$ cat src/rtl/idle_pm_pkg.sv
package idle_pm_pkg;

    typedef enum logic [1:0] {
        PS_OFF   = 2'd0,
        PS_WAKE  = 2'd1,
        PS_ON    = 2'd2,
        PS_SLEEP = 2'd3
    } pwr_state_t;

    typedef enum logic [1:0] {
        POL_ALWAYS  = 2'd0,
        POL_GREEDY  = 2'd1,
        POL_TIMEOUT = 2'd2
    } policy_t;

    // Code 3 is folded onto the timeout policy.
    function automatic policy_t decode_policy(input logic [1:0] raw);
        case (raw)
            2'd0:    return POL_ALWAYS;
            2'd1:    return POL_GREEDY;
            default: return POL_TIMEOUT;
        endcase
    endfunction

endpackage

$ cat src/rtl/ipm_backlog.sv
module ipm_backlog #(
    parameter int CNT_W = 4
) (
    input  logic             clk,
    input  logic             rst,
    input  logic             req,
    input  logic             serve,
    output logic [CNT_W-1:0] count
);
    localparam logic [CNT_W-1:0] CNT_MAX = {CNT_W{1'b1}};

    always_ff @(posedge clk) begin
        if (rst) begin
            count <= '0;
        end else if (req && !serve) begin
            if (count != CNT_MAX) count <= count + 1'b1;
        end else if (serve && !req) begin
            count <= count - 1'b1;
        end
    end

    // backlog moves by at most one per edge
    p_backlog_step_r3: assert property (@(posedge clk) disable iff (rst)
        (count != $past(count)) |->
            (count == $past(count) + 1'b1 || count == $past(count) - 1'b1));

    // saturation holds the maximum
    p_no_overflow_r3: assert property (@(posedge clk) disable iff (rst)
        (count == CNT_MAX && req && !serve) |=> (count == CNT_MAX));

endmodule

$ cat src/rtl/ipm_fsm.sv
module ipm_fsm
    import idle_pm_pkg::*;
#(
    parameter int TO_W        = 8,
    parameter int WAKE_TICKS  = 2,
    parameter int SLEEP_TICKS = 1
) (
    input  logic            clk,
    input  logic            rst,
    input  logic            tick,
    input  logic            req,
    input  logic            has_work,
    input  logic [1:0]      policy_raw,
    input  logic [TO_W-1:0] idle_limit,
    output pwr_state_t      state,
    output logic            serve
);
    localparam int PH_MAX = (WAKE_TICKS > SLEEP_TICKS) ? WAKE_TICKS : SLEEP_TICKS;
    localparam int PH_W   = (PH_MAX > 1) ? $clog2(PH_MAX) : 1;
    localparam logic [PH_W-1:0] WAKE_LAST  = PH_W'(WAKE_TICKS - 1);
    localparam logic [PH_W-1:0] SLEEP_LAST = PH_W'(SLEEP_TICKS - 1);

    policy_t         pol;
    logic [PH_W-1:0] phase;
    logic [TO_W-1:0] idle_cnt;
    logic            idle_now;

    assign pol      = decode_policy(policy_raw);
    assign idle_now = !has_work && !req;
    assign serve    = tick && (state == PS_ON) && has_work;

    always_ff @(posedge clk) begin
        if (rst) begin
            state    <= PS_OFF;
            phase    <= '0;
            idle_cnt <= '0;
        end else if (tick) begin
            case (state)
                PS_OFF: begin
                    phase <= '0;
                    if (pol == POL_ALWAYS || has_work) state <= PS_WAKE;
                end
                PS_WAKE: begin
                    if (phase == WAKE_LAST) begin
                        state    <= PS_ON;
                        phase    <= '0;
                        idle_cnt <= '0;
                    end else begin
                        phase <= phase + 1'b1;
                    end
                end
                PS_ON: begin
                    if (!idle_now) begin
                        idle_cnt <= '0;
                    end else if (pol != POL_ALWAYS) begin
                        if (pol == POL_GREEDY || idle_cnt == idle_limit) begin
                            state    <= PS_SLEEP;
                            phase    <= '0;
                            idle_cnt <= '0;
                        end else begin
                            idle_cnt <= idle_cnt + 1'b1;
                        end
                    end
                end
                PS_SLEEP: begin
                    if (phase == SLEEP_LAST) begin
                        phase <= '0;
                        state <= (pol == POL_ALWAYS || has_work) ? PS_WAKE : PS_OFF;
                    end else begin
                        phase <= phase + 1'b1;
                    end
                end
                default: state <= PS_OFF;
            endcase
        end
    end

    // no movement without a tick
    p_tick_gate_r2: assert property (@(posedge clk) disable iff (rst)
        !tick |=> $stable(state));

    // On is entered only from Waking or On
    p_on_entry_r2: assert property (@(posedge clk) disable iff (rst)
        (state == PS_ON) |-> ($past(state) == PS_ON || $past(state) == PS_WAKE));

    // Off is entered only from Off or Sleeping
    p_off_entry_r2: assert property (@(posedge clk) disable iff (rst)
        (state == PS_OFF) |-> ($past(state) == PS_OFF || $past(state) == PS_SLEEP));

    // always-powered policy never leaves On
    p_always_hold_r4: assert property (@(posedge clk) disable iff (rst)
        (state == PS_ON && pol == POL_ALWAYS) |=> (state == PS_ON));

    // pending work at the end of shutdown goes straight to Waking
    p_sleep_rewake_r7: assert property (@(posedge clk) disable iff (rst)
        (state == PS_SLEEP && tick && phase == SLEEP_LAST && has_work) |=> (state == PS_WAKE));

endmodule

$ cat src/rtl/ipm_meter.sv
module ipm_meter
    import idle_pm_pkg::*;
#(
    parameter int EN_W       = 32,
    parameter int LAT_W      = 32,
    parameter int CNT_W      = 4,
    parameter int COST_WAKE  = 20,
    parameter int COST_ON    = 10,
    parameter int COST_SLEEP = 10
) (
    input  logic             clk,
    input  logic             rst,
    input  logic             tick,
    input  pwr_state_t       state,
    input  logic [CNT_W-1:0] backlog,
    output logic [EN_W-1:0]  energy,
    output logic [LAT_W-1:0] latency
);
    logic [EN_W:0]  en_sum;
    logic [LAT_W:0] lat_sum;
    logic [EN_W:0]  step;

    always_comb begin
        case (state)
            PS_WAKE:  step = (EN_W+1)'(COST_WAKE);
            PS_ON:    step = (EN_W+1)'(COST_ON);
            PS_SLEEP: step = (EN_W+1)'(COST_SLEEP);
            default:  step = '0;
        endcase
        en_sum  = {1'b0, energy} + step;
        lat_sum = {1'b0, latency} + (LAT_W+1)'(backlog);
    end

    always_ff @(posedge clk) begin
        if (rst) begin
            energy  <= '0;
            latency <= '0;
        end else if (tick) begin
            energy  <= en_sum[EN_W]   ? {EN_W{1'b1}}  : en_sum[EN_W-1:0];
            latency <= lat_sum[LAT_W] ? {LAT_W{1'b1}} : lat_sum[LAT_W-1:0];
        end
    end

    // energy never falls
    p_energy_mono_r8: assert property (@(posedge clk) disable iff (rst)
        1'b1 |=> (energy >= $past(energy)));

    // latency frozen between ticks
    p_lat_gate_r9: assert property (@(posedge clk) disable iff (rst)
        !tick |=> ($stable(latency) && $stable(energy)));

    // a powered tick always costs something unless saturated
    p_on_cost_r8: assert property (@(posedge clk) disable iff (rst)
        (tick && state == PS_ON && energy != {EN_W{1'b1}}) |=> (energy > $past(energy)));

endmodule

$ cat src/rtl/idle_power_mgr.sv
module idle_power_mgr
    import idle_pm_pkg::*;
#(
    parameter int CNT_W        = 4,
    parameter int TO_W         = 8,
    parameter int EN_W         = 32,
    parameter int LAT_W        = 32,
    parameter int ON_POWER     = 10,
    parameter int WAKE_TICKS   = 2,
    parameter int WAKE_ENERGY  = 40,
    parameter int SLEEP_TICKS  = 1,
    parameter int SLEEP_ENERGY = 10
) (
    input  logic             clk,
    input  logic             rst,
    input  logic             tick,
    input  logic             req,
    input  logic [1:0]       policy,
    input  logic [TO_W-1:0]  idle_limit,
    output logic [1:0]       dev_state,
    output logic             dev_powered,
    output logic [CNT_W-1:0] backlog,
    output logic [EN_W-1:0]  energy_acc,
    output logic [LAT_W-1:0] latency_acc
);
    localparam int WAKE_PER_TICK  = WAKE_ENERGY / WAKE_TICKS;
    localparam int SLEEP_PER_TICK = SLEEP_ENERGY / SLEEP_TICKS;

    pwr_state_t st;
    logic       serve;
    logic       has_work;

    assign has_work    = (backlog != '0);
    assign dev_state   = st;
    assign dev_powered = (st == PS_ON);

    ipm_backlog #(.CNT_W(CNT_W)) u_backlog (
        .clk   (clk),
        .rst   (rst),
        .req   (req),
        .serve (serve),
        .count (backlog)
    );

    ipm_fsm #(
        .TO_W        (TO_W),
        .WAKE_TICKS  (WAKE_TICKS),
        .SLEEP_TICKS (SLEEP_TICKS)
    ) u_fsm (
        .clk        (clk),
        .rst        (rst),
        .tick       (tick),
        .req        (req),
        .has_work   (has_work),
        .policy_raw (policy),
        .idle_limit (idle_limit),
        .state      (st),
        .serve      (serve)
    );

    ipm_meter #(
        .EN_W       (EN_W),
        .LAT_W      (LAT_W),
        .CNT_W      (CNT_W),
        .COST_WAKE  (WAKE_PER_TICK),
        .COST_ON    (ON_POWER),
        .COST_SLEEP (SLEEP_PER_TICK)
    ) u_meter (
        .clk     (clk),
        .rst     (rst),
        .tick    (tick),
        .state   (st),
        .backlog (backlog),
        .energy  (energy_acc),
        .latency (latency_acc)
    );

    // reset leaves everything cleared on the following cycle
    p_reset_clear_r1: assert property (@(posedge clk)
        rst |=> (dev_state == 2'd0 && backlog == '0 && energy_acc == '0 && latency_acc == '0));

endmodule

$ cat config.mk
export PLATFORM = sky130hd
export DESIGN_NAME = idle_power_mgr
export DESIGN_NICKNAME = d
export VERILOG_FILES = /design/src/rtl/idle_pm_pkg.sv /design/src/rtl/ipm_backlog.sv /design/src/rtl/ipm_fsm.sv /design/src/rtl/ipm_meter.sv /design/src/rtl/idle_power_mgr.sv
export SDC_FILE = /design/constraint.sdc
export NUM_CORES = 1
export LEC_CHECK = 0
export BUFFER_PORTS_ARGS = -buffer_cell sky130_fd_sc_hd__buf_2
export CORE_MARGIN = 1.5
export CORE_UTILIZATION = 50
export CTS_BUF_LIST = sky130_fd_sc_hd__clkbuf_8
export DETAILED_ROUTE_END_ITERATION = 7
export GPL_TIMING_DRIVEN = 0
export PLACE_DENSITY = 0.74
export SLEW_MARGIN = 20
export SYNTH_ARGS = -nofsm -noshare
export SYNTH_HDL_FRONTEND = slang
export SYNTH_SLANG_ARGS = --single-unit
$ cat constraint.sdc
create_clock -name clk -period 5 [get_ports clk]
set_clock_uncertainty 0.05 [all_clocks]
set_input_delay 0.75 -clock clk [delete_from_list [all_inputs] [get_ports clk]]
set_output_delay 0.75 -clock clk [all_outputs]
set_load 0.02 [all_outputs]
Yosys cells after proc, flatten, opt, wreduce, memory -nomap -nowiden:

Index checks and enable logic that the tools add are counted.
W data, S select, Z words.

* bits in registers: 79
* output and inout port bits: 71
* memories: 0
* input bits: 14
* ROM bits: 0
* bits in latches: 0
* RAM bits: 0
* logic and storage cells: 75

* bitwise gates (word level): 0
* muxes and demuxes: 26
* $lt $le $gt $ge: 0
* reductions and logical operators: 22
* shift operators: 0
* equal/unequal tests: 15
* add/sub/neg operators: 6
* div/mod/pow operators: 0
* $mul: 0

Operators by type and width (count)
* $mux W32: 2
* $add A32 B4 Y33: 1
* $add A32 B5 Y33: 1
* $mux W8: 4
* $pmux W8 S2: 1
* $mux W2: 6
* $mux W4: 3
* $ne A2 B1 Y1 const B: 5
* $pmux W5 S2: 1
* $add A8 B1 Y8 const B: 1
* $eq A8 B8 Y1: 1
* $pmux W2 S4: 1
* $reduce_and A4 Y1: 2
* $reduce_and A7 Y1: 1
* $eq A2 B1 Y1 const B: 3
* $logic_not A2 Y1: 3
* $mux W1: 6
* $reduce_bool A2 Y1: 3
* $logic_and A1 B1 Y1: 5
* $add A4 B1 Y4 const B: 1
* $eq A2 B2 Y1 const B: 2
* $ne A2 B2 Y1 const B: 2
* $ne A4 B4 Y1 const B: 1
* $pmux W1 S4: 1
* other kinds (9): 12

Longest topological paths before layout:

Gate-level depths: netlist of the first run.

* word-level depth: 8
* mapped depth: 11
* depth with buffers taken out: 11

Cells and area by module:

A second synthesis of the first run with hierarchy kept.

* cells, all modules: 539
* area total of the unflattened synthesis: 4561.9 um^2

By module, submodules not included
* ipm_meter: times used 1, area each 3434.5 um^2, cells each 405, seq. area each 1281.2 um^2
* ipm_fsm: times used 1, area each 857.1 um^2, cells each 104, seq. area each 220.2 um^2
* ipm_backlog: times used 1, area each 256.5 um^2, cells each 28, seq. area each 80.1 um^2
* idle_power_mgr: times used 1, area each 13.8 um^2, cells each 2, seq. area each 0.0 um^2

Worst setup path before layout of the first run:

OpenSTA, ideal clock, no wires.

* path kind: register -> register
* start point: reg u_fsm.state[1]
* end point: reg u_meter.energy[15]
* buffers on the path: 0
* stages on the path, launching flop included: 11
* path slack: 2250 ps
* arrival: 2567 ps
* required time: 4817 ps
* library setup time: 133 ps
* clock period less this slack: 2750 ps
* path through: dfxtp_1 > ha_1 > or2_2 > nand2_1 > fa_1 > o21ba_2 > o311a_1 > nand2_1 > nor4_1 > xnor2_1 > a21oi_1

* cells in the longest elaborated chain, start to end: 5
* elaborated cells between the ends (all ways): 7
* those cells by class: add/sub: 1; eq/ne: 3; mux: 2; reduce/logical: 1

RTL lines
* from (decl): RTL line ipm_fsm.sv:15 `output pwr_state_t state,`
* from (signal assigned): RTL line ipm_fsm.sv:68 `state <= (pol == POL_ALWAYS || has_work) ? PS_WAKE : PS_OFF;`
* $eq A2 B2 Y1: RTL line ipm_meter.sv:24 `case (state)`
* $reduce_or A2 Y1 (no source line)
* $pmux W5 S2 *: RTL line ipm_meter.sv:24
* $add A32 B5 Y33 *: RTL line ipm_meter.sv:30 `en_sum = {1'b0, energy} + step;`
* $mux W32 *: RTL line ipm_meter.sv:39 `energy <= en_sum[EN_W] ? {EN_W{1'b1}} : en_sum[EN_W-1:0];`
* to (signal assigned): RTL line ipm_meter.sv:39
* to (decl): RTL line ipm_meter.sv:16 `output logic [EN_W-1:0] energy,`

Every way passes the cells marked *; elsewhere a longest branch is shown, timed or not.
A chain may end at the register's enable or synchronous reset.

Worst setup path after layout of the first run:

Same ends and word-level chain as after synthesis.

==> results.yml, run 1 <==
die:
  rows: 33
  dieArea_mm2: 0.00904
  die_y_um: 95.1
  ioPinCount: 85
  dieWidth_um: 95.1
  core_area_mm2: 0.00822
  initial_core_util_pct: 51.6
timing:
  final.setup.tns_ps: 0
  slew_headroom_pct: 52.7
  rsz0062_at_grt: "no"
  min_period_ps: 3050
  max_clock_freq_ghz: 0.328
  finalHoldViolCount: 0
  setup_viol: 0
  slew_viol_final: 0
  setup_ws_ps: 1950
  tightest_slew_ps: 707
  period_share_pct: 61.0
placement:
  dp_hpwl_mm: 7.50
  port_buffers: 84
  gp_congestion: 0.845
  dpl_worst_slack_ps: 1910
clock_tree:
  cts.repair.resized: 0
  clock_path_buffers: 2
  htreeDepth: 3
  clock_latency_ps: 350
  cts_tree: "done"
  root_buffer: "clkbuf_8"
  holdBufCountCts: 0
  clk_pin_slew_worst_paths_ps: 90
  cts.sinks: 79
  post_cts_buffers: 0
  cts_buffers: 9
routing:
  vias: 4012
  detail-route-antenna-nets: 0
  via_per_inst: 5.63
  routed_wl_mm: 10.1
  drt_iter0_drc: 150
  drt-pass1-iter-count: 5
  wl_per_cell_um: 14.2
  drc: 0
global_route:
  antenna_found_initial: 0
  grt_pass1_vias: 3680
  grt_pass1_wl_mm: 17.0
  grt_max_degree: 15
  grt_usage_pct: 23.6
  overflow: 0
worst_setup_path:
  rrSetupSlack_ps: 1950
  reg2reg_depth: 10
  path_cells: "ha_1, or2_2, nand2_1, fa_1, o21ba_2, o311a_1, nand2_1, nor4_1, xnor2_1, a21oi_1"
  cp-end-kind: "register"
  worstSetupPathType: "reg2reg"
  r2r_start: "u_fsm.state[1]$_SDFFE_PP0P_"
  cp-start-kind: "register"
  critPathMaxStageDelay_ps: 450
  worstPathArrival_ps: 3220
  crit_fanout: 10
  crit_required_ps: 5170
  cp_common_cell: "nand2_1"
  reg2reg_to: "u_meter.energy[15]$_SDFFE_PP0P_"
  cpMaxStageDelayCell: "dfxtp_1"
min_path:
  min_to: "u_meter.energy[4]$_SDFFE_PP0P_"
  hold_path_class: "reg2reg"
  hold_path_depth: 2
  min_from: "u_meter.energy[4]$_SDFFE_PP0P_"
finish:
  final_layout_size_suffix_gt1_share_pct: 17.9
  area.sequential_mm2: 0.00158
  fillers: 751
  area_growth_pct: 18.8
  final_nets: 636
  final_util_pct: 61.3
  multi_input_area_mm2: 0.00252
  diodes: 0
power_and_ir_drop:
  ir_drop_v: 0.000153
  power.leakage_nw: 2.01
  power.density_mw_per_mm2: 313
logic_synthesis:
  ys.flop_type: "dfxtp_1"
  syn_area_per_cell_um2: 8.35
  yosys_warnings: 0
  synth_cells: 508
  synth_edf_count: 0
  ys_seq_area_share_pct: 37.3
  synth_cell_types: 52
  async_flop_share_pct: 0
  netlist_area_mm2: 0.00424
  ys_seq_elements: 79
  syn_nets: 541
outcome:
  outcome: "completed"
job:
  drv_cap: 0
[worst max path at each step]
| stage | slack [ps] | to | start |
|---|---|---|---|
| floorplan | 2250 | u_meter.energy[15]$_SDFFE_PP0P_ | u_fsm.state[1]$_SDFFE_PP0P_ |
| CTS | 1970 | u_meter.energy[15]$_SDFFE_PP0P_ | u_fsm.state[1]$_SDFFE_PP0P_ |
| detailed placement | 1910 | u_backlog.count[3]$_SDFFE_PP0P_ | tick |
| finish | 1950 | u_meter.energy[15]$_SDFFE_PP0P_ | u_fsm.state[1]$_SDFFE_PP0P_ |
| global route | 1660 | u_meter.energy[15]$_SDFFE_PP0P_ | u_fsm.state[1]$_SDFFE_PP0P_ |
| global placement | 1950 | u_backlog.count[3]$_SDFFE_PP0P_ | tick |
[layout by cell type, fill, tap and decap left out, drive strengths merged, types with 6 or more instances in the layout]
| cell | Yosys | routed |
|---|---|---|
| a21oi | 50 | 50 |
| a311oi | 6 | 6 |
| and3 | 13 | 13 |
| buf | 3 | 87 |
| clkbuf | 15 | 24 |
| dfxtp | 79 | 79 |
| ha | 16 | 16 |
| inv | 16 | 16 |
| nand2 | 44 | 44 |
| nand3 | 20 | 20 |
| nand4 | 18 | 18 |
| nor2 | 58 | 58 |
| nor3 | 23 | 23 |
| o21ai | 13 | 13 |
| xnor2 | 43 | 43 |
| xor2 | 21 | 21 |
[sequential cells by signal (all words and copies together) (netlist names)]
register         cells
u_fsm.state          2
u_meter.energy      32
u_fsm.phase          1
u_meter.latency     32
u_backlog.count      4
u_fsm.idle_cnt       8
[worst max-delay path: cells and delay by family, from the launching register on]
family,cells,cell delay (ps)
simple gates,4,990
fa+ha+maj,2,760
compound gates,3,510
flops,1,450
xor+xnor,1,160
[cells in the mapped netlist, types with 3 or more instances]
library cell	instances	share of area (%)
dfxtp_1	79	37
nor2_1	58	5.1
a21oi_1	50	5.9
nand2_1	44	3.9
xnor2_1	43	8.9
nor3_1	23	2.7
xor2_1	21	4.3
nand3_1	20	2.4
nand4_1	17	2.5
ha_1	16	4.7
inv_1	16	1.4
clkbuf_1	15	1.3
and3_1	13	1.9
o21ai_0	13	1.5
a311oi_1	6	1.2
a211oi_1	5	0.89
a31oi_1	4	0.59
and4_1	4	0.83
nor2b_1	4	0.59
nor4_1	4	0.59
o22ai_1	4	0.59
a211o_1	3	0.62
a21boi_0	3	0.53
and2_1	3	0.44
fa_1	3	1.4
mux2i_1	3	0.71
o21bai_1	3	0.53
[area by class of cell]
type                       count  area share (%)
clock buffer                   9            2.46
multi-input combinational    395            50.0
buffer                        18            1.54
timing repair buffer          84            8.35
clock inverter                 7            2.41
sequential                    79            31.4
tap                          105            2.61
inverter                      16            1.19
[where the power goes]
group          switching [W]  total (W)  internal [W]  leakage [nW]
Combinational       0.000184   0.000307      0.000123          1.24
Clock               0.000250   0.000584      0.000333         0.123
Sequential         0.0000359   0.000688      0.000652         0.639
Total               0.000471    0.00158       0.00111          2.01
[layer usage]
layer	up-vias	track usage [%]	wire length, um
li1	1997	-	-
met1	1891	30.0	4700
met2	111	39.8	4850
met3	13	4.07	480
met4	0	9.20	104
met5	-	0	0
[cell families (layout without fill, tap and decap cells)]
group                      after synthesis  in the layout  share of synthesized area [%]
and+or+nand+nor                        202            202                           23.7
xor gates and xnor gates                64             64                           13.2
AOI/OAI and AO/OA                      107            107                           15.7
muxes                                    3              3                          0.708
buffers and inverters                   34            134                           3.25
adders and majority gates               19             19                           6.14
DFF                                     79             79                           37.3
[stage by stage]
| stage | hold slack [ps] | power [W] | area [um2] | cells |
|---|---|---|---|---|
| floorplan | 419 | 0.000923 | 4240 | 508 |
| global placement | 432 | 0.000995 | 4790 | 697 |
| detailed placement | 450 | 0.00101 | 4790 | 697 |
| CTS | 465 | 0.00158 | 5040 | 713 |
| global route | 483 | 0.00165 | 5040 | 713 |
| finish | 461 | 0.00158 | 5040 | 713 |
Note: power is estimated with default switching activity, not from simulation.
==> run 2, diff against run 1 <==
ABC_AREA = 1   (was unset)
PLACE_DENSITY = 0.72   (was 0.74)
clock period = 3 ns   (was 5 ns; I/O delays follow)
==> results.yml, run 2 <==
finish:
  area_growth_pct: 15.8
  final_nets: 899
  fillers: 942
  final_area_mm2: 0.00594
  top_regs: "u_meter.energy (32), u_meter.latency (32), u_fsm.idle_cnt (8)"
  final_layout_size_suffix_gt1_share_pct: 16.9
  final_common_cell: "nand2_1"
  diodes: 0
  final_cell_mix: "nand2_1 (160), inv_1 (122), buf_2 (89)"
outcome:
  outcome: "completed"
worst_setup_path:
  cp-end-kind: "register"
  r2r_start: "u_fsm.state[0]$_SDFFE_PP0P_"
  worstSetupPathType: "reg2reg"
  crit_required_ps: 3220
  cp-start-kind: "register"
  crit_fanout: 7
  reg2reg_depth: 15
  rrSetupSlack_ps: 210
  reg2reg_to: "u_meter.energy[25]$_SDFFE_PP0P_"
  worstPathArrival_ps: 3010
routing:
  via_per_inst: 5.22
  drt_iter0_drc: 231
  detail-route-antenna-nets: 0
  drc: 0
  routed_wl_mm: 14.0
  vias: 5241
  wl_per_cell_um: 13.9
  drt-pass1-iter-count: 5
clock_tree:
  cts.repair.resized: 0
  post_cts_buffers: 0
  cts.sinks: 79
  cts_tree: "done"
  clock_latency_ps: 370
  root_buffer: "clkbuf_8"
  clk_pin_slew_worst_paths_ps: 90
  holdBufCountCts: 0
  cts_buffers: 9
  clock_path_buffers: 2
  htreeDepth: 3
timing:
  period_share_pct: 93.1
  slew_headroom_pct: 52.1
  tightest_slew_ps: 719
  rsz0062_at_grt: "no"
  setup_viol: 0
  max_clock_freq_ghz: 0.358
  finalHoldViolCount: 0
  min_period_ps: 2790
  final.setup.tns_ps: 0
  slew_viol_final: 0
logic_synthesis:
  async_flop_share_pct: 0
  synth_top_area_share_pct: 30.8
  yosys_warnings: 0
  yosysTopAreaCell: "dfxtp_1"
  ys_seq_elements: 79
  ys_seq_area_share_pct: 30.8
  synthTopCellsByArea: "dfxtp_1 (31%), nand2_1 (12%), inv_1 (8.9%)"
  synth_most_common_cell: "nand2_1"
  netlist_area_mm2: 0.00513
  synth_cell_types: 43
  syn_nets: 805
  synth_edf_count: 0
  ys.flop_type: "dfxtp_1"
  yosys-top-cells-count: "nand2_1 (160), inv_1 (122), dfxtp_1 (79)"
  synth_cells: 772
  syn_area_per_cell_um2: 6.65
global_route:
  grt_pass1_wl_mm: 23.3
  grt_pass1_vias: 4938
  antenna_found_initial: 0
  overflow: 0
  grt_max_degree: 14
  grt_usage_pct: 26.4
placement:
  port_buffers: 83
  dp_hpwl_mm: 10.7
  placed_cell_area_mm2: 0.00571
  gp_congestion: 0.982
min_path:
  hold_path_class: "reg2reg"
  min_to: "u_meter.energy[0]$_SDFFE_PP0P_"
  min_from: "u_meter.energy[0]$_SDFFE_PP0P_"
  hold_path_depth: 2
die:
  dieArea_mm2: 0.0109
  rows: 36
  ioPinCount: 85
  initial_core_util_pct: 52.0
  die_y_um: 104
  dieWidth_um: 104
  core_area_mm2: 0.00986
power_and_ir_drop:
  power.density_mw_per_mm2: 476
  power.leakage_nw: 2.73
  ir_drop_v: 0.000227
job:
  drv_cap: 0
==> run 2: area by class of cell <==
cell class / instances / area (um2) / area share (%)
clock buffer: 11 / 151 / 2.55
tap: 133 / 166 / 2.80
clock inverter: 5 / 80.1 / 1.35
sequential: 79 / 1580 / 26.6
multi-input combinational: 551 / 2990 / 50.3
timing repair buffer: 83 / 415 / 6.99
inverter: 124 / 465 / 7.83
buffer: 18 / 95.1 / 1.60
==> run 2: how the worst max path moves through the flow <==
stage	end	cells past startpoint	slack, ps	startpoint
2_1_floorplan	u_meter.energy[25]$_SDFFE_PP0P_	15	570	u_fsm.state[0]$_SDFFE_PP0P_
3_3_place_gp	u_meter.energy[25]$_SDFFE_PP0P_	15	350	u_fsm.state[0]$_SDFFE_PP0P_
3_5_place_dp	u_meter.energy[25]$_SDFFE_PP0P_	15	240	u_fsm.state[0]$_SDFFE_PP0P_
4_1_cts	u_meter.energy[25]$_SDFFE_PP0P_	15	210	u_fsm.state[0]$_SDFFE_PP0P_
5_1_grt	u_meter.energy[25]$_SDFFE_PP0P_	15	10	u_fsm.state[0]$_SDFFE_PP0P_
6_report	u_meter.energy[25]$_SDFFE_PP0P_	15	210	u_fsm.state[0]$_SDFFE_PP0P_
==> run 2: layer usage <==
layer / wire length, um / global-route usage [%] / vias up
met4: 287 / 10.1 / 0
met1: 6310 / 33.3 / 2384
met3: 696 / 3.88 / 27
li1: - / - / 2678
met5: 0 / 0 / -
met2: 6710 / 45.2 / 152
==> run 2: worst max-delay path: stages (launching register included) <==
cell and delay, ps:
dfxtp_1 470, ha_1 330, nor2_1 90, nor2_1 190
inv_1 80, fa_1 350, inv_1 90, nand3_1 100
nand2_2 150, nand2_1 100, inv_1 160, nand3_1 140
o21ai_0 200, nand3_1 100, nand2_1 70, inv_1 40
==> run 2: logic make-up (layout without fill, tap and decap cells) <==
| family | count (synthesis) | count (layout) | share of synthesized area [%] |
|---|---|---|---|
| xor+xnor | 38 | 38 | 6.49 |
| buf+inv | 142 | 241 | 10.9 |
| simple gates | 399 | 399 | 36.6 |
| flops | 79 | 79 | 30.8 |
| fa+ha+maj | 19 | 19 | 5.07 |
| compound gates | 95 | 95 | 10.0 |
==> run 2: where the power goes <==
group          internal (W)  switching (W)  total (W)
clock              0.000513       0.000415   0.000928
sequential          0.00110      0.0000775    0.00118
combinational      0.000252       0.000470   0.000722
total               0.00187       0.000963    0.00283
==> run 2: through the flow <==
stage / util (%) / cells / worst slack, ps / hold slack (ps) / total power [W]
after floorplan: - / 772 / 568 / 448 / 0.00173
after global placement: 57.9 / 988 / 352 / 384 / 0.00190
after detailed placement: 57.9 / 988 / 240 / 388 / 0.00192
after CTS: 60.3 / 1004 / 210 / 401 / 0.00285
after global routing: 60.3 / 1004 / 12.2 / 441 / 0.00299
final: 60.3 / 1004 / 207 / 400 / 0.00283
